**src/rtl/brr_pkg.sv**
```systemverilog
package brr_pkg;
    typedef enum logic [1:0] {
        RGN_RAM = 2'd0,
        RGN_EXT = 2'd1,
        RGN_IO  = 2'd2,
        RGN_NOP = 2'd3
    } rgn_e;

    typedef enum logic [1:0] {
        OWN_NONE = 2'd0,
        OWN_INS  = 2'd1,
        OWN_DAT  = 2'd2
    } own_e;

    typedef struct packed {
        own_e owner;
    } arb_st_t;

    localparam logic [31:0] BOOT_ADDR = 32'hFFFF_FFFC;
    localparam logic [31:0] NOP_WORD  = 32'h6000_0000;
    localparam logic [7:0]  RAM_TOP   = 8'h00;
    localparam logic [7:0]  IO_TOP    = 8'hFF;
endpackage

```
**src/rtl/brr_region_decode.sv**
```systemverilog
module brr_region_decode
    import brr_pkg::*;
#(
    parameter bit IS_FETCH = 1'b0
) (
    input  logic [31:0] addr,
    output rgn_e        rgn
);
    logic at_boot;
    logic [7:0] top_byte;

    assign top_byte = addr[31:24];
    assign at_boot  = (addr == BOOT_ADDR);

    generate
        if (IS_FETCH) begin : g_fetch
            always_comb begin
                if (at_boot)                 rgn = RGN_NOP;
                else if (top_byte == RAM_TOP) rgn = RGN_RAM;
                else if (top_byte == IO_TOP)  rgn = RGN_IO;
                else                          rgn = RGN_EXT;
            end
        end else begin : g_data
            logic unused_boot;
            assign unused_boot = at_boot;
            always_comb begin
                if (top_byte == RAM_TOP)     rgn = RGN_RAM;
                else if (top_byte == IO_TOP) rgn = RGN_IO;
                else                         rgn = RGN_EXT;
            end
        end
    endgenerate
endmodule

```
**src/rtl/brr_shared_arb.sv**
```systemverilog
module brr_shared_arb
    import brr_pkg::*;
#(
    parameter int AW = 30,
    parameter int DW = 32
) (
    input  logic          clk,
    input  logic          rst_n,
    input  logic          i_req,
    input  logic [AW-1:0] i_addr,
    input  logic          d_req,
    input  logic          d_we,
    input  logic [AW-1:0] d_addr,
    input  logic [DW-1:0] d_wdata,
    output logic          t_sel,
    output logic          t_we,
    output logic [AW-1:0] t_addr,
    output logic [DW-1:0] t_wdata,
    input  logic          t_ack,
    input  logic [DW-1:0] t_rdata,
    output logic          i_ack,
    output logic          d_ack,
    output logic [DW-1:0] i_rdata,
    output logic [DW-1:0] d_rdata
);
    arb_st_t st_d, st_q;
    logic    grant_i, grant_d, owner_live;

    always_comb begin
        st_d       = st_q;
        grant_i    = 1'b0;
        grant_d    = 1'b0;
        owner_live = ((st_q.owner == OWN_INS) && i_req) ||
                     ((st_q.owner == OWN_DAT) && d_req);
        if (owner_live) begin
            grant_i = (st_q.owner == OWN_INS);
            grant_d = (st_q.owner == OWN_DAT);
        end else if (d_req) begin
            grant_d = 1'b1;
        end else if (i_req) begin
            grant_i = 1'b1;
        end

        if (t_ack)        st_d.owner = OWN_NONE;
        else if (grant_d) st_d.owner = OWN_DAT;
        else if (grant_i) st_d.owner = OWN_INS;
        else              st_d.owner = OWN_NONE;

        t_sel   = grant_i | grant_d;
        t_we    = grant_d & d_we;
        t_addr  = grant_d ? d_addr : (grant_i ? i_addr : '0);
        t_wdata = grant_d ? d_wdata : '0;
        i_ack   = grant_i & t_ack;
        d_ack   = grant_d & t_ack;
        i_rdata = i_ack ? t_rdata : '0;
        d_rdata = d_ack ? t_rdata : '0;
    end

    always_ff @(posedge clk or negedge rst_n) begin
        if (!rst_n) st_q <= '{owner: OWN_NONE};
        else        st_q <= st_d;
    end

    assert_single_ack_R9: assert property (@(posedge clk) disable iff (!rst_n)
        $onehot0({i_ack, d_ack}));

    assert_data_first_R7: assert property (@(posedge clk) disable iff (!rst_n)
        (st_q.owner == OWN_NONE && i_req && d_req) |-> (t_sel && !i_ack && t_addr == d_addr));

    assert_ins_hold_R8: assert property (@(posedge clk) disable iff (!rst_n)
        (st_q.owner == OWN_INS && i_req) |-> (!d_ack && t_sel && !t_we));

    assert_dat_hold_R8: assert property (@(posedge clk) disable iff (!rst_n)
        (st_q.owner == OWN_DAT && d_req) |-> (!i_ack && t_sel));

    assert_release_R8: assert property (@(posedge clk) disable iff (!rst_n)
        (t_sel && t_ack) |=> (st_q.owner == OWN_NONE));
endmodule

```
**src/rtl/bus_region_router.sv**
```systemverilog
module bus_region_router
    import brr_pkg::*;
#(
    parameter int DW     = 32,
    parameter int RAM_AW = 22,
    parameter int EXT_AW = 30,
    parameter int IO_AW  = 24
) (
    input  logic              clk,
    input  logic              rst_n,
    input  logic              ifetch_req,
    input  logic [31:0]       ifetch_addr,
    output logic              ifetch_ack,
    output logic [DW-1:0]     ifetch_rdata,
    input  logic              dat_req,
    input  logic              dat_we,
    input  logic [31:0]       dat_addr,
    input  logic [DW-1:0]     dat_wdata,
    output logic              dat_ack,
    output logic [DW-1:0]     dat_rdata,
    output logic              ram_i_en,
    output logic [RAM_AW-1:0] ram_i_addr,
    input  logic              ram_i_ack,
    input  logic [DW-1:0]     ram_i_rdata,
    output logic              ram_d_en,
    output logic              ram_d_we,
    output logic [RAM_AW-1:0] ram_d_addr,
    output logic [DW-1:0]     ram_d_wdata,
    input  logic              ram_d_ack,
    input  logic [DW-1:0]     ram_d_rdata,
    output logic              ext_sel,
    output logic              ext_we,
    output logic [EXT_AW-1:0] ext_addr,
    output logic [DW-1:0]     ext_wdata,
    input  logic              ext_ack,
    input  logic [DW-1:0]     ext_rdata,
    output logic              io_sel,
    output logic              io_we,
    output logic [IO_AW-1:0]  io_addr,
    output logic [DW-1:0]     io_wdata,
    input  logic              io_ack,
    input  logic [DW-1:0]     io_rdata
);
    localparam int WORD_LSB = 2;
    localparam int RAM_MSB  = RAM_AW + WORD_LSB - 1;

    rgn_e i_rgn, d_rgn;
    logic i_nop, i_ram, i_ext, i_io, d_ram, d_ext, d_io;
    logic ext_i_ack, ext_d_ack, io_i_ack, io_d_ack;
    logic [DW-1:0] ext_i_rdata, ext_d_rdata, io_i_rdata, io_d_rdata;

    brr_region_decode #(.IS_FETCH(1'b1)) u_dec_ins (.addr(ifetch_addr), .rgn(i_rgn));
    brr_region_decode #(.IS_FETCH(1'b0)) u_dec_dat (.addr(dat_addr),    .rgn(d_rgn));

    always_comb begin
        i_nop = ifetch_req && (i_rgn == RGN_NOP);
        i_ram = ifetch_req && (i_rgn == RGN_RAM);
        i_ext = ifetch_req && (i_rgn == RGN_EXT);
        i_io  = ifetch_req && (i_rgn == RGN_IO);
        d_ram = dat_req && (d_rgn == RGN_RAM);
        d_ext = dat_req && (d_rgn == RGN_EXT);
        d_io  = dat_req && (d_rgn == RGN_IO);
    end

    always_comb begin
        ram_i_en    = i_ram;
        ram_i_addr  = i_ram ? ifetch_addr[RAM_MSB:WORD_LSB] : '0;
        ram_d_en    = d_ram;
        ram_d_we    = d_ram & dat_we;
        ram_d_addr  = d_ram ? dat_addr[RAM_MSB:WORD_LSB] : '0;
        ram_d_wdata = d_ram ? dat_wdata : '0;
    end

    brr_shared_arb #(.AW(EXT_AW), .DW(DW)) u_arb_ext (
        .clk     (clk),
        .rst_n   (rst_n),
        .i_req   (i_ext),
        .i_addr  (ifetch_addr[31:WORD_LSB]),
        .d_req   (d_ext),
        .d_we    (dat_we),
        .d_addr  (dat_addr[31:WORD_LSB]),
        .d_wdata (dat_wdata),
        .t_sel   (ext_sel),
        .t_we    (ext_we),
        .t_addr  (ext_addr),
        .t_wdata (ext_wdata),
        .t_ack   (ext_ack),
        .t_rdata (ext_rdata),
        .i_ack   (ext_i_ack),
        .d_ack   (ext_d_ack),
        .i_rdata (ext_i_rdata),
        .d_rdata (ext_d_rdata)
    );

    brr_shared_arb #(.AW(IO_AW), .DW(DW)) u_arb_io (
        .clk     (clk),
        .rst_n   (rst_n),
        .i_req   (i_io),
        .i_addr  (ifetch_addr[IO_AW-1:0]),
        .d_req   (d_io),
        .d_we    (dat_we),
        .d_addr  (dat_addr[IO_AW-1:0]),
        .d_wdata (dat_wdata),
        .t_sel   (io_sel),
        .t_we    (io_we),
        .t_addr  (io_addr),
        .t_wdata (io_wdata),
        .t_ack   (io_ack),
        .t_rdata (io_rdata),
        .i_ack   (io_i_ack),
        .d_ack   (io_d_ack),
        .i_rdata (io_i_rdata),
        .d_rdata (io_d_rdata)
    );

    always_comb begin
        ifetch_ack = i_nop | (i_ram & ram_i_ack) | ext_i_ack | io_i_ack;
        if (i_nop)                  ifetch_rdata = NOP_WORD;
        else if (i_ram & ram_i_ack) ifetch_rdata = ram_i_rdata;
        else                        ifetch_rdata = ext_i_rdata | io_i_rdata;

        dat_ack = (d_ram & ram_d_ack) | ext_d_ack | io_d_ack;
        if (d_ram & ram_d_ack) dat_rdata = ram_d_rdata;
        else                   dat_rdata = ext_d_rdata | io_d_rdata;
    end

    assert_boot_nop_R4: assert property (@(posedge clk) disable iff (!rst_n)
        (ifetch_req && ifetch_addr == BOOT_ADDR) |->
        (ifetch_ack && ifetch_rdata == NOP_WORD && !ram_i_en));

    assert_idle_R6: assert property (@(posedge clk) disable iff (!rst_n)
        (!ifetch_req && !dat_req) |->
        (!ram_i_en && !ram_d_en && !ext_sel && !io_sel && !ifetch_ack && !dat_ack));

    assert_boot_data_R5: assert property (@(posedge clk) disable iff (!rst_n)
        (dat_req && dat_addr == BOOT_ADDR && !ifetch_req) |->
        (io_sel && io_addr == dat_addr[IO_AW-1:0] && !ram_d_en));

    assert_ins_no_write_R10: assert property (@(posedge clk) disable iff (!rst_n)
        (!dat_req) |-> (!ext_we && !io_we && !ram_d_we));

    assert_ram_range_R1: assert property (@(posedge clk) disable iff (!rst_n)
        (dat_req && dat_addr[31:24] == RAM_TOP) |-> (ram_d_en && !ext_d_ack && !io_d_ack));
endmodule

```
**config.mk**
```make
export PLATFORM = sky130hd
export DESIGN_NAME = bus_region_router
export DESIGN_NICKNAME = d
export VERILOG_FILES = /design/src/rtl/brr_pkg.sv /design/src/rtl/brr_region_decode.sv /design/src/rtl/brr_shared_arb.sv /design/src/rtl/bus_region_router.sv
export SDC_FILE = /design/constraint.sdc
export NUM_CORES = 1
export LEC_CHECK = 0
export BUFFER_PORTS_ARGS = -buffer_cell sky130_fd_sc_hd__buf_4
export CORE_AREA = 5 5 192 194
export DETAILED_ROUTE_END_ITERATION = 6
export DIE_AREA = 0 0 197 199
export PLACE_DENSITY_LB_ADDON = 0.2
export SLEW_MARGIN = 30
export SYNTH_ARGS = -nofsm -noshare
export SYNTH_HDL_FRONTEND = slang
export SYNTH_SLANG_ARGS = --single-unit
export TNS_END_PERCENT = 5
```
**constraint.sdc**
```tcl
create_clock -name clk -period 6.8 [get_ports clk]
set_input_delay 1.36 -clock clk [delete_from_list [all_inputs] [get_ports clk]]
set_output_delay 1.36 -clock clk [all_outputs]
set_load 0.05 [all_outputs]
```
Word level (Yosys, flattened, before mapping)
Index checks and enable logic that the tools add are counted.
- logic and storage cells: 86
- input bits: 233
- register bits: 4
- equal/unequal tests: 12
- reduce and logical (&&, ||, !) cells: 17
- mux-type cells: 37
- bitwise operators: 18
- operators with widths (operator ; number):
    $mux W32 ; 10
    $or A32 B32 Y32 ; 2
    $mux W30 ; 2
    $mux W24 ; 2
    $mux W22 ; 2
    $eq A32 B32 Y1 const B ; 1
    $mux W2 ; 9
    $eq A8 B8 Y1 const B ; 2
    $logic_not A8 Y1 ; 2
    $mux W1 ; 12
    $logic_and A1 B1 Y1 ; 11
    $eq A2 B2 Y1 const B ; 5
    $and A1 B1 Y1 ; 9
    $eq A2 B1 Y1 const B ; 4
    $or A1 B1 Y1 ; 7
    $logic_not A2 Y1 ; 2
    $logic_or A1 B1 Y1 ; 2

Logic depth before layout (Yosys ltp)
Gate-level depths: netlist of the first run.
- depth in word-level cells: 14
- gate-level depth with buffers: 8
- gate-level depth less buffers: 5

By module
A second synthesis of the first run with hierarchy kept.
- cell total of the unflattened synthesis: 641
- area, all modules: 3943.8 µm²
- modules (own cells, without submodules) (module ; times used ; sequential area each (µm²) ; area an instance (µm²) ; cells each):
    bus_region_router ; 1 ; 0.0 ; 1646.6 ; 310
    brr_shared_arb at u_arb_ext ; 1 ; 50.0 ; 1111.1 ; 159
    brr_shared_arb at u_arb_io ; 1 ; 50.0 ; 1043.5 ; 151
    brr_region_decode at u_dec_ins ; 1 ; 0.0 ; 102.6 ; 15
    brr_region_decode at u_dec_dat ; 1 ; 0.0 ; 40.0 ; 6

Least setup slack after synthesis of the first run
Ideal clock, no wire load.
- path type: input -> output
- start point: in dat_addr[28]
- end point: out ifetch_rdata[10]
- arrival time: 3.719 ns
- cell stages on the path: 6
- setup slack: 1.721 ns
- required time: 5.440 ns
- path through: or4_4 -> o21a_1 -> a311oi_4 -> buf_4 -> nand3_1 -> a31oi_1
- cells in the longest elaborated chain, start to end: 13
- elaborated cells between the ends (all ways): 23
- those cells by class: 3 x eq/ne; 10 x mux; 3 x bitwise; 7 x reduce/logical
- RTL lines (element ; line ; source):
    from (decl) ; bus_region_router.sv:17 ; input logic [31:0] dat_addr,
    $eq A8 B8 Y1 ; brr_region_decode.sv:28 ; else if (top_byte == IO_TOP) rgn = RGN_IO;
    $mux W2 ; brr_region_decode.sv:28 ;
    $mux W2 (*) ; brr_region_decode.sv:27 ; if (top_byte == RAM_TOP) rgn = RGN_RAM;
    $eq A2 B1 Y1 or $eq A2 B2 Y1 (tied branches) ; bus_region_router.sv:61, bus_region_router.sv:62 ;
    $logic_and A1 B1 Y1, on equally long branches ; bus_region_router.sv:61, bus_region_router.sv:62 ;
    $logic_and A1 B1 Y1 ; brr_shared_arb.sv:34 ; ((st_q.owner == OWN_DAT) && d_req);
    $logic_or A1 B1 Y1 ; brr_shared_arb.sv:33 ; owner_live = ((st_q.owner == OWN_INS) && i_req) ||
    $mux W1 ; brr_shared_arb.sv:35 ; if (owner_live) begin
    $and A1 B1 Y1 ; brr_shared_arb.sv:53 ; i_ack = grant_i & t_ack;
    $mux W32 ; brr_shared_arb.sv:55 ; i_rdata = i_ack ? t_rdata : '0;
    $or A32 B32 Y32 (*) ; bus_region_router.sv:120 ; else ifetch_rdata = ext_i_rdata | io_i_rdata;
    $mux W32 (*) ; bus_region_router.sv:119 ; else if (i_ram & ram_i_ack) ifetch_rdata = ram_i_rdata;
    $mux W32 (*) ; bus_region_router.sv:118 ; if (i_nop) ifetch_rdata = NOP_WORD;
    to (decl) ; bus_region_router.sv:14 ; output logic [DW-1:0] ifetch_rdata,
Every way passes the cells marked *; elsewhere a longest branch is shown, timed or not.

Final worst setup path of the first run
- start point: in ifetch_addr[0]
- end point: out dat_rdata[15]
- cells in the longest elaborated chain, start to end: 11
- elaborated cells between the ends (all ways): 18
- those cells by class: 3 x eq/ne; 6 x mux; 3 x bitwise; 6 x reduce/logical
- RTL lines (element ; line ; source):
    from (decl) ; bus_region_router.sv:12 ; input logic [31:0] ifetch_addr,
    $eq A32 B32 Y1 (*) ; brr_region_decode.sv:13 ; assign at_boot = (addr == BOOT_ADDR);
    $mux W2 (*) ; brr_region_decode.sv:18 ; if (at_boot) rgn = RGN_NOP;
    $eq A2 B1 Y1 or $eq A2 B2 Y1 (tied branches) ; bus_region_router.sv:58, bus_region_router.sv:59 ;
    $logic_and A1 B1 Y1, on equally long branches ; bus_region_router.sv:58, bus_region_router.sv:59 ;
    $logic_and A1 B1 Y1 ; brr_shared_arb.sv:33 ;
    $logic_or A1 B1 Y1 ; brr_shared_arb.sv:33 ;
    $mux W1 ; brr_shared_arb.sv:35 ;
    $and A1 B1 Y1 ; brr_shared_arb.sv:54 ; d_ack = grant_d & t_ack;
    $mux W32 ; brr_shared_arb.sv:56 ; d_rdata = d_ack ? t_rdata : '0;
    $or A32 B32 Y32 (*) ; bus_region_router.sv:124 ; else dat_rdata = ext_d_rdata | io_d_rdata;
    $mux W32 (*) ; bus_region_router.sv:123 ; if (d_ram & ram_d_ack) dat_rdata = ram_d_rdata;
    to (decl) ; bus_region_router.sv:20 ; output logic [DW-1:0] dat_rdata,
Marks and branches as above.

==> impl_summary.txt, run 1 <==
----------------------------------------------------
[Status]
  Status ... finished clean

[Global routing]
  Global-route wire length before repair ... 42.7 mm
  Pin count of the biggest net entering global routing ... 86
  Overall overflow remaining after global route ... 0
  Via count of the first global-routing pass ... 6535
  Overall fraction of global-route tracks in use ... 14.0%
  Number of antenna violations at the first check in global routing ... 2

[Die]
  Area of the placeable core ... 0.0351 mm^2
  Initial core utilization ... 10.2%
  Die area ... 0.0392 mm^2
  Horizontal extent of the die ... 197 um
  Row Count ... 69
  Y dimension of the die ... 199 um
  Number of placed I/O pins ... 500

[Clocking]
  Number of buffers created by CTS ... 3
  Clock transition at the register clock pins on the worst setup and hold paths after CTS ... 0.03 ns
  Clock Tree Root ... clkbuf_16
  CTS max path bufs ... 2
  Clock sinks ... 4
  Clock Latency Late Sink ... 0.22 ns
  Post-CTS setup buffer count ... 0
  Hold Buf Count CTS ... 0
  Maximum level of the CTS H-tree ... 1
  Clock tree from TritonCTS ... done
  Resized cells post-CTS ... 0

[Synthesis]
  Post-synthesis register bit count ... 4
  Synthesized Nets ... 812
  Count of distinct cell types in the synthesized netlist ... 36
  Share of the yosys chip area belonging to registers ... 2.80%
  Combined area of all synthesized cells ... 0.00358 mm^2
  Async set-reset flop share out of synthesis ... 100%
  Mean cell area of the mapped netlist ... 6.18 um^2
  Count of yosys warnings during synthesis ... 0
  Number of instances in the synthesized netlist ... 579
  Leading register cell type out of synthesis ... dfrtp_1
  Number of enable-type register cells in the synthesized netlist ... 0

[Timing]
  Max Clock Freq ... 189 MHz
  Fin. Hold Viols ... 0
  Share of the cycle needed by the critical path after routing ... 77.9%
  Max-Slew Margin vs Limit ... 48.9%
  Max Transition Viols Final ... 0
  Setup Viol. Count Final ... 0
  RSZ-0062 raised after global routing ... no
  Worst-margin pin slew ... 0.760 ns
  Post-route clock skew ... 0.0000312 ns
  Fin Setup TNS ... 0 ns
  Time the final worst path needs with I/O delays and setup ... 5.30 ns

[Worst setup path]
  Crit path max fanout ... 17
  Launching element type of the critical path ... input pin
  CP Capture Type ... output pin
  Worst path bufs/invs ... 4
  Sequence of cells on the critical path ... buf_4, nand4b_1, nor4_2, a2111oi_4, buf_4, nand2b_1, buf_4, o211ai_1, buf_4
  Data required time at the worst endpoint ... 5.44 ns
  Slowest Stage Delay on Critical Path ... 0.72 ns
  Most prevalent standard cell on the critical path ... buf_4
  Cell family with the largest share of critical-path delay ... simple AND/OR/NAND/NOR gates
  Type of the worst setup path ... input pin to output pin
  Cell with the largest stage delay on the worst path ... nor4_2
  Critical Path AT ... 3.94 ns

[Placement]
  Cell count after placement ... 1485
  Port Buf Inserts ... 499
  Routability congestion estimate ... 0.820
  DPL Wire Length ... 23.7 mm

[Final layout]
  Final #Nets ... 1262
  Share of layout cells above drive strength 1 ... 52.0%
  Post-layout instance count excluding filler cells ... 1488
  Layout area overhead ... 119%
  Ant. Diodes ... 0

[Drt]
  Count of routing violations after the opening detailed-route iteration ... 330
  Drt via density ... 4.28
  Per-cell routed wire length ... 20.4 um
  Drt drc ... 0
  Number of nets still failing antenna checks after routing ... 0
  Total via count in the routed design ... 6374
  Drt first pass iters ... 5
  Sum of routed wire length over all layers ... 30.3 mm

[Hold path]
  Hold WC Path Type ... input pin to async pin

[Power]
  Power density over cell area ... 73.1 mW/mm^2
  Worst-case vdd ir drop ... 0.0436 mV
  Total leakage power ... 3.79 nW

[Flow run]
  Number of maximum-capacitance constraint violations ... 0

----------------------------------------------------
==> cell type report <==
| class | instances | area, um^2 |
|---|---|---|
| clock buffers | 3 | 75.1 |
| flip-flops and latches | 4 | 100 |
| multi-input cells | 504 | 3200 |
| well taps | 461 | 577 |
| repair buffers | 514 | 3870 |
| inverters | 2 | 7.51 |
| fillers | 4033 | 27200 |
==> cells in the final DEF, fill, tap and decap left out, types with 3 or more instances in the layout <==
cell type	instances
nand2b_1	4
nor2_1	10
nand4b_1	10
and2_1	144
nand2_1	57
o211ai_1	26
nand4_1	38
a31oi_1	35
a21oi_1	24
o21ai_0	31
buf_4	513
a22o_1	54
nand3_1	44
clkbuf_16	3
dfrtp_1	4
==> where the power goes <==
| part | internal [mW] | switching [mW] | total, mW |
|---|---|---|---|
| logic | 0.175 | 0.281 | 0.457 |
| clock network | 0.0750 | 0.0158 | 0.0908 |
| registers | 0.0246 | 0.000118 | 0.0247 |
| total | 0.275 | 0.297 | 0.572 |
==> worst paths after layout <==
path                                        startpoint                     endpoint  slack [ns]  cells after the start
setup / recovery                        ifetch_addr[0]                dat_rdata[15]        1.50                      9
hold / removal                                   rst_n  u_arb_ext.st_q[0]$_DFF_PN0_        0.93                      1
setup reg to reg            u_arb_io.st_q[1]$_DFF_PN0_   u_arb_io.st_q[1]$_DFF_PN0_        4.66                      6
hold reg to reg            u_arb_ext.st_q[1]$_DFF_PN0_  u_arb_ext.st_q[0]$_DFF_PN0_        1.18                      4
max in group asynchronous                        rst_n   u_arb_io.st_q[1]$_DFF_PN0_        5.77                      1
min in group clk           u_arb_ext.st_q[1]$_DFF_PN0_  u_arb_ext.st_q[0]$_DFF_PN0_        1.18                      4
==> synth_stat cells (all sizes together) (3+ instances only) <==
library cell	instances	area (um^2)
nand3	45	225
o211ai	26	195
nor2	11	41.3
a31oi	35	219
a21oi	24	120
nand4b	10	87.6
dfrtp	4	100
o21ai	32	171
clkbuf	46	174
nor3	3	25.0
buf	23	146
a22o	54	473
or4	4	37.5
nand2	57	214
nand4	38	238
and2	145	907
nand2b	4	25.0
==> routing by layer <==
metal	up-vias	routed length (um)	track usage, %
met5	-	20	0
met4	2	473	2.57
met3	30	2060	2.46
met2	308	15500	25.4
met1	2994	12300	17.6
li1	3040	-	-
==> sequential cells by signal (all words and copies together) (netlist names) <==
register and flops:
u_arb_ext.st_q 2, u_arb_io.st_q 2
==> kinds of logic (layout without fill, tap and decap cells) <==
family / after synthesis / in the layout / synth area share (%)
AO/OA/AOI/OAI: 181 / 181 / 36.3
buffers and inverters: 71 / 519 / 9.16
flip-flops: 4 / 4 / 2.80
AND/OR/NAND/NOR: 323 / 323 / 51.7
==> through the flow <==
step	total power, mW	cell area, um^2	hold slack, ns	utilization [%]	worst slack [ns]
2_1_floorplan	0.260	3580	0.729	-	1.72
3_3_place_gp	0.485	7750	1.16	22.1	1.50
3_5_place_dp	0.485	7750	1.16	22.1	1.51
4_1_cts	0.577	7830	0.927	22.3	1.48
5_1_grt	0.599	7830	0.930	22.3	1.33
6_report	0.572	7830	0.927	22.3	1.50
No activity file was read; power rests on OpenSTA's default activity.
==> run 2, diff against run 1 <==
--- a/config.mk
+++ b/config.mk
@@ -6,9 +6,9 @@
 export NUM_CORES = 1
 export LEC_CHECK = 0
 export BUFFER_PORTS_ARGS = -buffer_cell sky130_fd_sc_hd__buf_4
-export CORE_AREA = 5 5 192 194
+export CORE_AREA = 5 5 190 192
 export DETAILED_ROUTE_END_ITERATION = 6
-export DIE_AREA = 0 0 197 199
+export DIE_AREA = 0 0 195 197
 export PLACE_DENSITY_LB_ADDON = 0.2
 export SLEW_MARGIN = 30
 export SYNTH_ARGS = -nofsm -noshare
==> constraint.sdc (replaced) <==
create_clock -name clk -period 4.74 [get_ports clk]
set_input_delay 0.948 -clock clk [delete_from_list [all_inputs] [get_ports clk]]
set_output_delay 0.948 -clock clk [all_outputs]
set_load 0.05 [all_outputs]
==> run 2 against run 1 <==
  * Flip-flop and latch count stayed put
  * Critical path depth is 1 lower
  * Via count is 1.9% higher
  * Non-clock buffer count is 6 higher
  * Sequential share of layout area barely moved
  * Wire length grew 2.7%
  * Power up 45%
  * Core utilization grew 0.92 points
  * Global-route usage up 0.65 points
  * Die area shrank 2.0%
  * Critical endpoint is now io_addr[17]
==> impl_summary.txt, run 2 (synthesis gave the netlist of run 1 again) <==
----------------------------------------------------
[Worst setup path]
  Reg2Reg Setup Slack ... 2.61 ns
  Number of cells on the worst reg-to-reg path ... 5
  Critical Path AT ... 3.35 ns
  CP Capture Type ... output pin
  Capturing point of the worst reg2reg path ... u_arb_io.st_q[1]$_DFF_PN0_
  Cell with the largest stage delay on the worst path ... or4_4
  Most prevalent standard cell on the critical path ... buf_4
  Cell family with the largest share of critical-path delay ... simple AND/OR/NAND/NOR gates
  Startpoint of the worst-slack reg-to-reg timing path ... u_arb_io.st_q[1]$_DFF_PN0_
  Data required time at the worst endpoint ... 3.79 ns
  Launching element type of the critical path ... input pin
  Crit path max fanout ... 25
  Type of the worst setup path ... input pin to output pin
  Sequence of cells on the critical path ... buf_4, or4_4, o21a_1, nand3_2, and2_1, buf_12, a22o_1, buf_4
  Worst path bufs/invs ... 3
  Slowest Stage Delay on Critical Path ... 0.59 ns

[Global routing]
  Number of antenna violations at the first check in global routing ... 2
  Global-route wire length before repair ... 44.3 mm
  Via count of the first global-routing pass ... 6752
  Overall overflow remaining after global route ... 0
  Overall fraction of global-route tracks in use ... 14.7%
  Pin count of the biggest net entering global routing ... 69

[Power]
  Combinational share of power ... 80.2%
  Power density over cell area ... 104 mW/mm^2
  Int Pwr ... 0.401 mW
  Sw Ratio ... 51.6%
  Total leakage power ... 3.85 nW
  Worst-case vdd ir drop ... 0.116 mV
  Power dissipated by switching net loads ... 0.428 mW
  Clock power share ... 15.5%
  Share of power burned in registers ... 4.3%
  Post-layout power ... 0.828 mW

[Final layout]
  Leading cell type in the layout, fill and taps excluded ... buf_4
  Final core utilization ... 23.3%
  Post-layout instance count excluding filler cells ... 1488
  Final instance area ... 0.00795 mm^2
  Final #Nets ... 1268
  Top flop regs ... u_arb_ext.st_q x2, u_arb_io.st_q x2
  Highest-count cells in the layout ignoring fill and taps ... 512 x buf_4, 145 x and2_1, 57 x nand2_1
  Layout area overhead ... 122%
  Share of layout cells above drive strength 1 ... 52.2%
  Ant. Diodes ... 0

[Timing]
  Time the final worst path needs with I/O delays and setup ... 4.30 ns
  RSZ-0062 raised after global routing ... no
  Minimum setup slack in the final design ... 0.441 ns
  Post-route clock skew ... 0.0000440 ns
  Fin Setup TNS ... 0 ns
  Max Clock Freq ... 233 MHz
  Max-Slew Margin vs Limit ... 45.9%
  Post-route worst hold slack ... 0.519 ns
  Max Transition Viols Final ... 0
  Fin. Hold Viols ... 0
  Setup Viol. Count Final ... 0
  Worst-margin pin slew ... 0.809 ns
  Share of the cycle needed by the critical path after routing ... 90.7%

[Clocking]
  Number of buffers created by CTS ... 3
  CTS max path bufs ... 2
  Clock Tree Root ... clkbuf_16
  Hold Buf Count CTS ... 0
  Clock sinks ... 4
  Clock transition at the register clock pins on the worst setup and hold paths after CTS ... 0.03 ns
  Clock Latency Late Sink ... 0.22 ns
  Resized cells post-CTS ... 0
  Post-CTS setup buffer count ... 0
  Clock tree from TritonCTS ... done
  Maximum level of the CTS H-tree ... 1

[Hold path]
  Hold WC Path Type ... input pin to async pin

[Placement]
  DPL Wire Length ... 24.3 mm
  Area after DPL ... 0.00788 mm^2
  Cell count after placement ... 1485
  Port Buf Inserts ... 499
  Post-placement worst setup slack ... 0.415 ns
  Routability congestion estimate ... 0.892

[Die]
  Y dimension of the die ... 197 um
  Horizontal extent of the die ... 195 um
  Initial core utilization ... 10.5%
  Area of the placeable core ... 0.0342 mm^2
  Number of placed I/O pins ... 500
  Row Count ... 68
  Die area ... 0.0384 mm^2

[Drt]
  Sum of routed wire length over all layers ... 31.1 mm
  Count of routing violations after the opening detailed-route iteration ... 258
  Drt drc ... 0
  Drt first pass iters ... 4
  Total via count in the routed design ... 6498
  Per-cell routed wire length ... 20.9 um
  Number of nets still failing antenna checks after routing ... 0
  Drt via density ... 4.37

[Flow run]
  Number of maximum-capacitance constraint violations ... 0

[Status]
  Status ... finished clean

----------------------------------------------------
## run 2: cell count changes in the layout (fill, tap and decap cells not counted)
cell,delta
and2_1,+1
buf_4,-1
and2_2,-1
buf_12,+7
## run 2: worst max path at each step
stage                      start                to  slack [ns]  cells past startpoint
floorplan           dat_addr[28]  ifetch_rdata[10]        0.49                      6
global placement    dat_addr[28]       io_addr[16]        0.37                      8
detailed placement  dat_addr[28]       io_addr[16]        0.42                      8
CTS                 dat_addr[28]       io_addr[16]        0.40                      8
global route        dat_addr[28]       io_addr[16]        0.31                      8
finish              dat_addr[28]       io_addr[17]        0.44                      8
## run 2: worst register-to-register path, delay by kind of cell, from the launching register on
kind            cells  cell delay (ns)
flops               1             0.34
compound gates      1             0.71
simple gates        3             0.55
buf+inv             1             0.35
## run 2: power by group through the flow
stage                     registers [mW]  logic, mW  clock network, mW
after floorplan                   0.0358      0.337                  0
after global placement            0.0358      0.669                  0
after detailed placement          0.0358      0.668                  0
after CTS                         0.0354      0.669              0.130
after global routing              0.0355      0.701              0.133
final                             0.0354      0.665              0.128
## run 2: area by class of cell
class                   count  area (um^2)
inverters                   2         7.51
multi-input cells         504         3200
flip-flops and latches      4          100
fillers                  3887        26300
well taps                 455          569
clock buffers               3         75.1
repair buffers            520         4000
## run 2: per-layer routing
layer | track usage, % | wire length [um]
met5 | 0 | 13
met3 | 3.37 | 2340
met1 | 18.4 | 12700
met4 | 3.03 | 551
met2 | 25.9 | 15500
